`src/rtl/tcs_pkg.sv`:
```
package tcs_pkg;

    typedef enum logic [2:0] {
        ST_INIT   = 3'd0,
        ST_STATIC = 3'd1,
        ST_DYN    = 3'd2,
        ST_SYM    = 3'd3,
        ST_IDLE   = 3'd4
    } seq_state_e;

    localparam logic [1:0] PH_STATIC = 2'd0;
    localparam logic [1:0] PH_DYN    = 2'd1;
    localparam logic [1:0] PH_SYM    = 2'd2;
    localparam logic [1:0] PH_IDLE   = 2'd3;

endpackage

```
`src/rtl/tcs_len_calc.sv`:
```
module tcs_len_calc #(
    parameter int MT_W   = 16,
    parameter int SLOT_W = 8
) (
    input  logic [SLOT_W-1:0] static_slots_i,
    input  logic [MT_W-1:0]   slot_len_i,
    input  logic [MT_W-1:0]   dyn_len_i,
    input  logic [MT_W-1:0]   sym_len_i,
    input  logic [MT_W-1:0]   cycle_len_i,
    output logic [MT_W-1:0]   idle_len_o
);

    logic [MT_W-1:0] static_len;
    logic [MT_W-1:0] busy_len;

    // Idle time is whatever the cycle leaves after the three leading phases.
    always_comb begin
        static_len = MT_W'(static_slots_i) * slot_len_i;
        busy_len   = static_len + dyn_len_i + sym_len_i;
        idle_len_o = cycle_len_i - busy_len;
    end

endmodule

```
`src/rtl/tcs_cycle_ctr.sv`:
```
module tcs_cycle_ctr #(
    parameter int CYC_W = 6
) (
    input  logic             clk,
    input  logic             rst,
    input  logic             begin_evt_i,
    input  logic             end_evt_i,
    input  logic [CYC_W-1:0] max_cycle_i,
    output logic [CYC_W-1:0] cnt_o,
    output logic             start_o,
    output logic             at_max_o
);

    localparam logic [CYC_W-1:0] ONE_C = CYC_W'(1);

    typedef struct packed {
        logic [CYC_W-1:0] cnt;
        logic             start;
    } cregs_t;

    cregs_t cq, cd;

    assign at_max_o = (cq.cnt >= max_cycle_i);

    always_comb begin
        cd       = cq;
        cd.start = 1'b0;
        if (begin_evt_i) begin
            cd.cnt   = ONE_C;
            cd.start = 1'b1;
        end else if (end_evt_i) begin
            if (at_max_o) begin
                cd.cnt = '0;
            end else begin
                cd.cnt   = cq.cnt + ONE_C;
                cd.start = 1'b1;
            end
        end
    end

    always_ff @(posedge clk) begin
        if (rst) begin
            cq <= '0;
        end else begin
            cq <= cd;
        end
    end

    assign cnt_o   = cq.cnt;
    assign start_o = cq.start;

    // a strobe only accompanies a cycle number inside 1..max
    assert_start_in_range_R10: assert property (@(posedge clk) disable iff (rst)
        cq.start |-> (cq.cnt != '0) && (cq.cnt <= max_cycle_i));

    // a strobe following a running cycle carries the next number
    assert_step_by_one_R6: assert property (@(posedge clk) disable iff (rst)
        (cq.start && ($past(cq.cnt) != '0)) |-> (cq.cnt == CYC_W'($past(cq.cnt) + ONE_C)));

    // the number changes without a strobe only when it wraps to zero
    assert_silent_change_is_wrap_R7: assert property (@(posedge clk) disable iff (rst)
        (!cq.start && (cq.cnt != $past(cq.cnt))) |-> (cq.cnt == '0));

endmodule

```
`src/rtl/tcs_phase_ctrl.sv`:
```
module tcs_phase_ctrl
    import tcs_pkg::*;
#(
    parameter int MT_W   = 16,
    parameter int SLOT_W = 8
) (
    input  logic              clk,
    input  logic              rst,
    input  logic              mt_en_i,
    input  logic              run_i,
    input  logic              cyc_end_i,
    input  logic [SLOT_W-1:0] static_slots_i,
    input  logic [MT_W-1:0]   slot_len_i,
    input  logic [MT_W-1:0]   dyn_len_i,
    input  logic [MT_W-1:0]   sym_len_i,
    input  logic [MT_W-1:0]   idle_len_i,
    input  logic              max_nz_i,
    input  logic              at_max_i,
    output seq_state_e        state_o,
    output logic [SLOT_W-1:0] slot_o,
    output logic              begin_evt_o,
    output logic              end_evt_o
);

    localparam logic [MT_W-1:0]   ONE_MT = MT_W'(1);
    localparam logic [SLOT_W-1:0] ONE_SL = SLOT_W'(1);

    typedef struct packed {
        seq_state_e        st;
        logic [MT_W-1:0]   tick;
        logic [SLOT_W-1:0] slot;
    } regs_t;

    regs_t rq, rd;

    logic slot_done, dyn_done, sym_done, idle_done;

    always_comb begin
        slot_done = (rq.tick == slot_len_i - ONE_MT);
        dyn_done  = (rq.tick == dyn_len_i - ONE_MT);
        sym_done  = (rq.tick == sym_len_i - ONE_MT);
        idle_done = (rq.tick == idle_len_i - ONE_MT);
    end

    always_comb begin
        rd          = rq;
        begin_evt_o = 1'b0;
        end_evt_o   = 1'b0;
        unique case (rq.st)
            ST_INIT: begin
                if (mt_en_i && run_i && max_nz_i) begin
                    begin_evt_o = 1'b1;
                    rd.st       = ST_STATIC;
                    rd.tick     = '0;
                    rd.slot     = ONE_SL;
                end
            end
            ST_STATIC: begin
                if (mt_en_i) begin
                    if (slot_done) begin
                        rd.tick = '0;
                        if (rq.slot == static_slots_i) begin
                            rd.st = ST_DYN;
                        end else begin
                            rd.slot = rq.slot + ONE_SL;
                        end
                    end else begin
                        rd.tick = rq.tick + ONE_MT;
                    end
                end
            end
            ST_DYN: begin
                if (mt_en_i) begin
                    if (dyn_done) begin
                        rd.tick = '0;
                        if (sym_len_i == '0) begin
                            rd.st   = ST_IDLE;
                            rd.slot = '0;
                        end else begin
                            rd.st = ST_SYM;
                        end
                    end else begin
                        rd.tick = rq.tick + ONE_MT;
                    end
                end
            end
            ST_SYM: begin
                if (mt_en_i) begin
                    if (sym_done) begin
                        rd.tick = '0;
                        rd.st   = ST_IDLE;
                        rd.slot = '0;
                    end else begin
                        rd.tick = rq.tick + ONE_MT;
                    end
                end
            end
            ST_IDLE: begin
                if (cyc_end_i || (mt_en_i && idle_done)) begin
                    end_evt_o = 1'b1;
                    rd.tick   = '0;
                    if (at_max_i) begin
                        rd.st   = ST_INIT;
                        rd.slot = '0;
                    end else begin
                        rd.st   = ST_STATIC;
                        rd.slot = ONE_SL;
                    end
                end else if (mt_en_i) begin
                    rd.tick = rq.tick + ONE_MT;
                end
            end
            default: begin
                rd = '{st: ST_INIT, tick: '0, slot: '0};
            end
        endcase
    end

    always_ff @(posedge clk) begin
        if (rst) begin
            rq <= '{st: ST_INIT, tick: '0, slot: '0};
        end else begin
            rq <= rd;
        end
    end

    assign state_o = rq.st;
    assign slot_o  = rq.slot;

    // the static segment is always followed by the dynamic segment
    assert_static_then_dyn_R3: assert property (@(posedge clk) disable iff (rst)
        (($past(rq.st) == ST_STATIC) && (rq.st != ST_STATIC)) |-> (rq.st == ST_DYN));

    // after the dynamic segment, a zero symbol window leads straight to idle
    assert_dyn_exit_R4: assert property (@(posedge clk) disable iff (rst)
        (($past(rq.st) == ST_DYN) && (rq.st != ST_DYN))
            |-> (rq.st == ((sym_len_i == '0) ? ST_IDLE : ST_SYM)));

    // the slot number reads zero for the whole idle phase
    assert_idle_slot_clear_R5: assert property (@(posedge clk) disable iff (rst)
        (rq.st == ST_IDLE) |-> (rq.slot == '0));

    // leaving idle always means a new cycle or the start state
    assert_idle_exit_R3: assert property (@(posedge clk) disable iff (rst)
        (($past(rq.st) == ST_IDLE) && (rq.st != ST_IDLE))
            |-> ((rq.st == ST_STATIC) || (rq.st == ST_INIT)));

    // no macrotick and no cycle-end strobe leaves every timer frozen
    assert_hold_without_tick_R9: assert property (@(posedge clk) disable iff (rst)
        (!mt_en_i && !cyc_end_i) |=> $stable(rq));

    // a cycle-end strobe outside idle changes nothing
    assert_cyc_end_ignored_R8: assert property (@(posedge clk) disable iff (rst)
        (!mt_en_i && cyc_end_i && (rq.st != ST_IDLE)) |=> $stable(rq));

endmodule

```
`src/rtl/tdma_cycle_sequencer.sv`:
```
module tdma_cycle_sequencer
    import tcs_pkg::*;
#(
    parameter int MT_W   = 16,
    parameter int SLOT_W = 8,
    parameter int CYC_W  = 6
) (
    input  logic              clk,
    input  logic              rst,
    input  logic              mt_en_i,
    input  logic              run_i,
    input  logic              cyc_end_i,
    input  logic [SLOT_W-1:0] static_slots_i,
    input  logic [MT_W-1:0]   slot_len_i,
    input  logic [MT_W-1:0]   dyn_len_i,
    input  logic [MT_W-1:0]   sym_len_i,
    input  logic [MT_W-1:0]   cycle_len_i,
    input  logic [CYC_W-1:0]  max_cycle_i,
    output logic [1:0]        phase_o,
    output logic              active_o,
    output logic [CYC_W-1:0]  cycle_o,
    output logic [SLOT_W-1:0] slot_o,
    output logic              cyc_start_o
);

    logic [MT_W-1:0] idle_len;
    seq_state_e      state;
    logic            begin_evt;
    logic            end_evt;
    logic            at_max;
    logic            max_nz;

    assign max_nz = (max_cycle_i != '0);

    tcs_len_calc #(.MT_W(MT_W), .SLOT_W(SLOT_W)) u_len (
        .static_slots_i (static_slots_i),
        .slot_len_i     (slot_len_i),
        .dyn_len_i      (dyn_len_i),
        .sym_len_i      (sym_len_i),
        .cycle_len_i    (cycle_len_i),
        .idle_len_o     (idle_len)
    );

    tcs_phase_ctrl #(.MT_W(MT_W), .SLOT_W(SLOT_W)) u_phase (
        .clk            (clk),
        .rst            (rst),
        .mt_en_i        (mt_en_i),
        .run_i          (run_i),
        .cyc_end_i      (cyc_end_i),
        .static_slots_i (static_slots_i),
        .slot_len_i     (slot_len_i),
        .dyn_len_i      (dyn_len_i),
        .sym_len_i      (sym_len_i),
        .idle_len_i     (idle_len),
        .max_nz_i       (max_nz),
        .at_max_i       (at_max),
        .state_o        (state),
        .slot_o         (slot_o),
        .begin_evt_o    (begin_evt),
        .end_evt_o      (end_evt)
    );

    tcs_cycle_ctr #(.CYC_W(CYC_W)) u_cycle (
        .clk         (clk),
        .rst         (rst),
        .begin_evt_i (begin_evt),
        .end_evt_i   (end_evt),
        .max_cycle_i (max_cycle_i),
        .cnt_o       (cycle_o),
        .start_o     (cyc_start_o),
        .at_max_o    (at_max)
    );

    always_comb begin
        unique case (state)
            ST_STATIC: phase_o = PH_STATIC;
            ST_DYN:    phase_o = PH_DYN;
            ST_SYM:    phase_o = PH_SYM;
            default:   phase_o = PH_IDLE;
        endcase
        active_o = (state != ST_INIT);
    end

    // the cycle number is nonzero exactly while the sequencer is active
    assert_active_has_cycle_R2: assert property (@(posedge clk) disable iff (rst)
        active_o == (cycle_o != '0));

    // the start state raises no strobe
    assert_no_strobe_in_start_R1: assert property (@(posedge clk) disable iff (rst)
        !active_o |-> !cyc_start_o);

endmodule

```
`config.mk`:
```
export PLATFORM = sky130hd
export DESIGN_NAME = tdma_cycle_sequencer
export DESIGN_NICKNAME = d
export VERILOG_FILES = /design/src/rtl/tcs_pkg.sv /design/src/rtl/tcs_len_calc.sv /design/src/rtl/tcs_cycle_ctr.sv /design/src/rtl/tcs_phase_ctrl.sv /design/src/rtl/tdma_cycle_sequencer.sv
export SDC_FILE = /design/constraint.sdc
export NUM_CORES = 1
export LEC_CHECK = 0
export ABC_AREA = 1
export BUFFER_PORTS_ARGS = -buffer_cell sky130_fd_sc_hd__buf_2
export CELL_PAD_IN_SITES_DETAIL_PLACEMENT = 1
export CELL_PAD_IN_SITES_GLOBAL_PLACEMENT = 1
export CORE_ASPECT_RATIO = 0.9
export CORE_UTILIZATION = 44
export DETAILED_ROUTE_END_ITERATION = 7
export HOLD_SLACK_MARGIN = 0.03
export PLACE_DENSITY = 0.87
export SYNTH_ARGS = -nofsm -noshare
export SYNTH_HDL_FRONTEND = slang
export SYNTH_HIERARCHICAL = 1
export SYNTH_SLANG_ARGS = --single-unit
```
`constraint.sdc`:
```
create_clock -name clk -period 8.1 [get_ports clk]
set_input_delay 1.215 -clock clk [delete_from_list [all_inputs] [get_ports clk]]
set_output_delay 1.215 -clock clk [all_outputs]
set_load 0.02 [all_outputs]
```
==> flow_summary.json <==
{
  "fin_ws_ns": 0.671,
  "num_io_pins": 101,
  "first_iter_violations": 668,
  "fmax_ghz": 0.135,
  "drc": 0,
  "wl_um": 32800,
  "r2r_cells": 16,
  "clockRootBuffer": "clkbuf_16",
  "crit_path_end_kind": "flip-flop",
  "critPathSlowestCell": "fa_1",
  "place_worst_setup_slack_ns": 0.510,
  "clk_path_buf_depth": 2,
  "ir_worst_vdd_v": 0.000464,
  "netlist_instances": 1598,
  "dp_cells": 1938,
  "final_hold_viol_count": 0,
  "clk_latency_ns": 0.29,
  "synth_async_sr_flop_share": 0,
  "portBuffers": 100,
  "worstSetupPathType": "input port to flip-flop",
  "vias_per_cell": 5.12,
  "placed_cell_area_mm2": 0.0104,
  "seq_power_share": 0.046,
  "rr_startpoint": "u_phase/rq[20]",
  "die_w_um": 160,
  "r2r_slack_ns": 5.32,
  "cts.sinks": 34,
  "cts_made_buffers": 5,
  "crit_top_cell": "nand2_1",
  "wl_per_cell_um": 16.9,
  "cp-start-kind": "input port",
  "yosysSeqAreaShare": 0.0689,
  "diodes": 0,
  "worst_pin_slew_ns": 1.08,
  "track_usage": 0.289,
  "grt-ovfl-total": 0,
  "die-height_um": 144,
  "grt_pass1_vias": 10500,
  "synth_most_common_cell": "nand2_1",
  "ctsHoldBuffers": 0,
  "p_leak_nw": 6.03,
  "cp_max_fo": 16,
  "synth_top_cell_area_share": 0.209,
  "synth_area_leaders": "fa_1 21%, nand2_1 18%, inv_1 14%",
  "cts_setup_buffers": 0,
  "fin_nets": 1891,
  "clock_power_share": 0.051,
  "finalSetupTns_ns": 0,
  "gp_congestion": 0.851,
  "syn_area_mm2": 0.00988,
  "pwr-share-comb": 0.903,
  "cts_resized": 0,
  "slew_viol_final": 0,
  "hold_depth": 2,
  "grt_max_degree": 30,
  "firstDrtPassIters": 5,
  "synth-edff-count": 0,
  "hpwl_um": 27400,
  "cp.arrival_ns": 7.62,
  "synth_nets": 1835,
  "outcome": "completed",
  "setup_viol": 0,
  "cts_tree": "built",
  "multiInputGateArea_mm2": 0.00744,
  "core_area_mm2": 0.0218,
  "yosysTopAreaCell": "fa_1",
  "ys_ff_latch": 34,
  "crit_required_ns": 8.29,
  "min_period_over_period": 0.917,
  "synth_cell_types": 43,
  "switching_share": 0.622,
  "rows": 51,
  "cts.htree.levels": 2,
  "syn2layout_area_growth_pct": 7.72,
  "power_switching_mw": 3.18,
  "fin_crit_ns": 7.43,
  "vias": 9967,
  "internal_power_mw": 1.94,
  "seq_area_um2": 681,
  "drive_gt1_frac": 0.102,
  "clk_pin_slew_worst_paths_ns": 0.06,
  "final_core_util": 0.487,
  "r2r_end": "u_phase/rq[15]",
  "hp-start": "u_phase/slot_o[7]",
  "drv_cap": 0,
  "rsz0062_at_grt": "no",
  "slowest_delay_ns": 0.54,
  "dieArea_mm2": 0.0230,
  "synth.top_cells.by_count": "473 x nand2_1, 377 x inv_1, 130 x nor2_1",
  "synth_top_flop_cell": "dfxtp_1",
  "ant_nets": 0,
  "clock_skew_ns": 0.00264,
  "fin_cells": 1946,
  "num-fill-cells": 3105,
  "antenna_found_initial": 0,
  "slew-limit-headroom": 0.277,
  "p_per_area_mw_per_mm2": 482,
  "design_area_mm2": 0.0106,
  "hold_end": "u_phase/slot_o[7]",
  "yosysWarnings": 6,
  "initial_core_util": 0.453,
  "avgSynthCellArea_um2": 6.18,
  "grt_pass1_wl_um": 52800,
  "hp-class": "flip-flop to flip-flop"
}
critical path, delay by kind of cell:
family	cells	cell delay [ns]
xor+xnor	2	0.55
fa+ha+maj	6	2.80
buf+inv	6	0.67
simple gates	20	2.37
stage by stage:
| step | hold WS, ns | total power [mW] |
|---|---|---|
| after floorplan | 0.489 | 3.61 |
| after global placement | 0.526 | 4.63 |
| after detailed placement | 0.540 | 4.82 |
| after CTS | 0.551 | 5.11 |
| after global routing | 0.563 | 5.73 |
| final | 0.541 | 5.12 |
layout make-up:
cell class	count	area share
multi-input combinational	1126	0.699
inverter	385	0.136
sequential	34	0.0640
timing repair buffer	102	0.0485
tap	291	0.0342
clock buffer	5	0.0118
clock inverter	3	0.00647
cell families (layout without fill, tap and decap cells):
logic type | Yosys count | after routing | synth area share
and+or+nand+nor | 807 | 807 | 0.355
buffers and inverters | 438 | 495 | 0.178
adders and majority gates | 154 | 154 | 0.273
DFF | 34 | 34 | 0.0689
AOI/OAI and AO/OA | 72 | 72 | 0.0419
xor gates and xnor gates | 93 | 93 | 0.0825
registers in the layout (all words and copies together) (netlist names):
| register | count |
|---|---|
| u_phase/rq | 16 |
| u_cycle/cnt_o | 6 |
| u_phase/state_o | 3 |
| u_phase/slot_o | 8 |
| u_cycle/start_o | 1 |
layer usage:
layer / track usage / up-vias / part of all wire
met4: 0.0687 / 0 / 0.020
met2: 0.518 / 276 / 0.48
met1: 0.373 / 4840 / 0.45
met5: 0 / - / 0
met3: 0.0330 / 44 / 0.047
li1: - / 4807 / -
cells in the final DEF (no fill, tap or decap), drive strengths merged:
| cell type | n |
|---|---|
| nand2 | 492 |
| inv | 384 |
| nor2 | 147 |
| nand3 | 104 |
| fa | 103 |
| buf | 102 |
| xor2 | 52 |
| ha | 51 |
| a21oi | 45 |
| xnor2 | 41 |
| dfxtp | 34 |
| nand4 | 22 |
| nand3b | 17 |
| o21ai | 17 |
| nor3 | 14 |
| clkbuf | 5 |
| nor3b | 3 |
| and2 | 3 |
| bufinv | 2 |
| or2 | 2 |
| nor4 | 2 |
| a211oi | 2 |
| clkinv | 2 |
| o21bai | 2 |
| a21boi | 2 |
| o21a | 1 |
| a31oi | 1 |
| o221ai | 1 |
| nand2b | 1 |
| o22ai | 1 |
worst max-delay path by stage:
stage,from,to,slack [ns],depth (start not counted)
final,static_slots_i[4],u_phase/rq[15],0.67,34
after global routing,static_slots_i[6],u_phase/slot_o[5],0.25,34
after detailed placement,static_slots_i[3],u_phase/slot_o[3],0.51,34
after floorplan,static_slots_i[1],u_cycle/cnt_o[5],1.30,34
after CTS,static_slots_i[3],u_cycle/cnt_o[5],0.76,33
after global placement,static_slots_i[3],u_cycle/cnt_o[5],0.63,33
power groups by stage:
stage	clock network (mW)	registers (mW)	logic [mW]
5_1_grt	0.267	0.241	5.22
2_1_floorplan	0	0.211	3.40
3_3_place_gp	0	0.240	4.39
6_report	0.259	0.237	4.63
4_1_cts	0.262	0.237	4.61
3_5_place_dp	0	0.241	4.58
No activity file was read; power rests on OpenSTA's default activity.
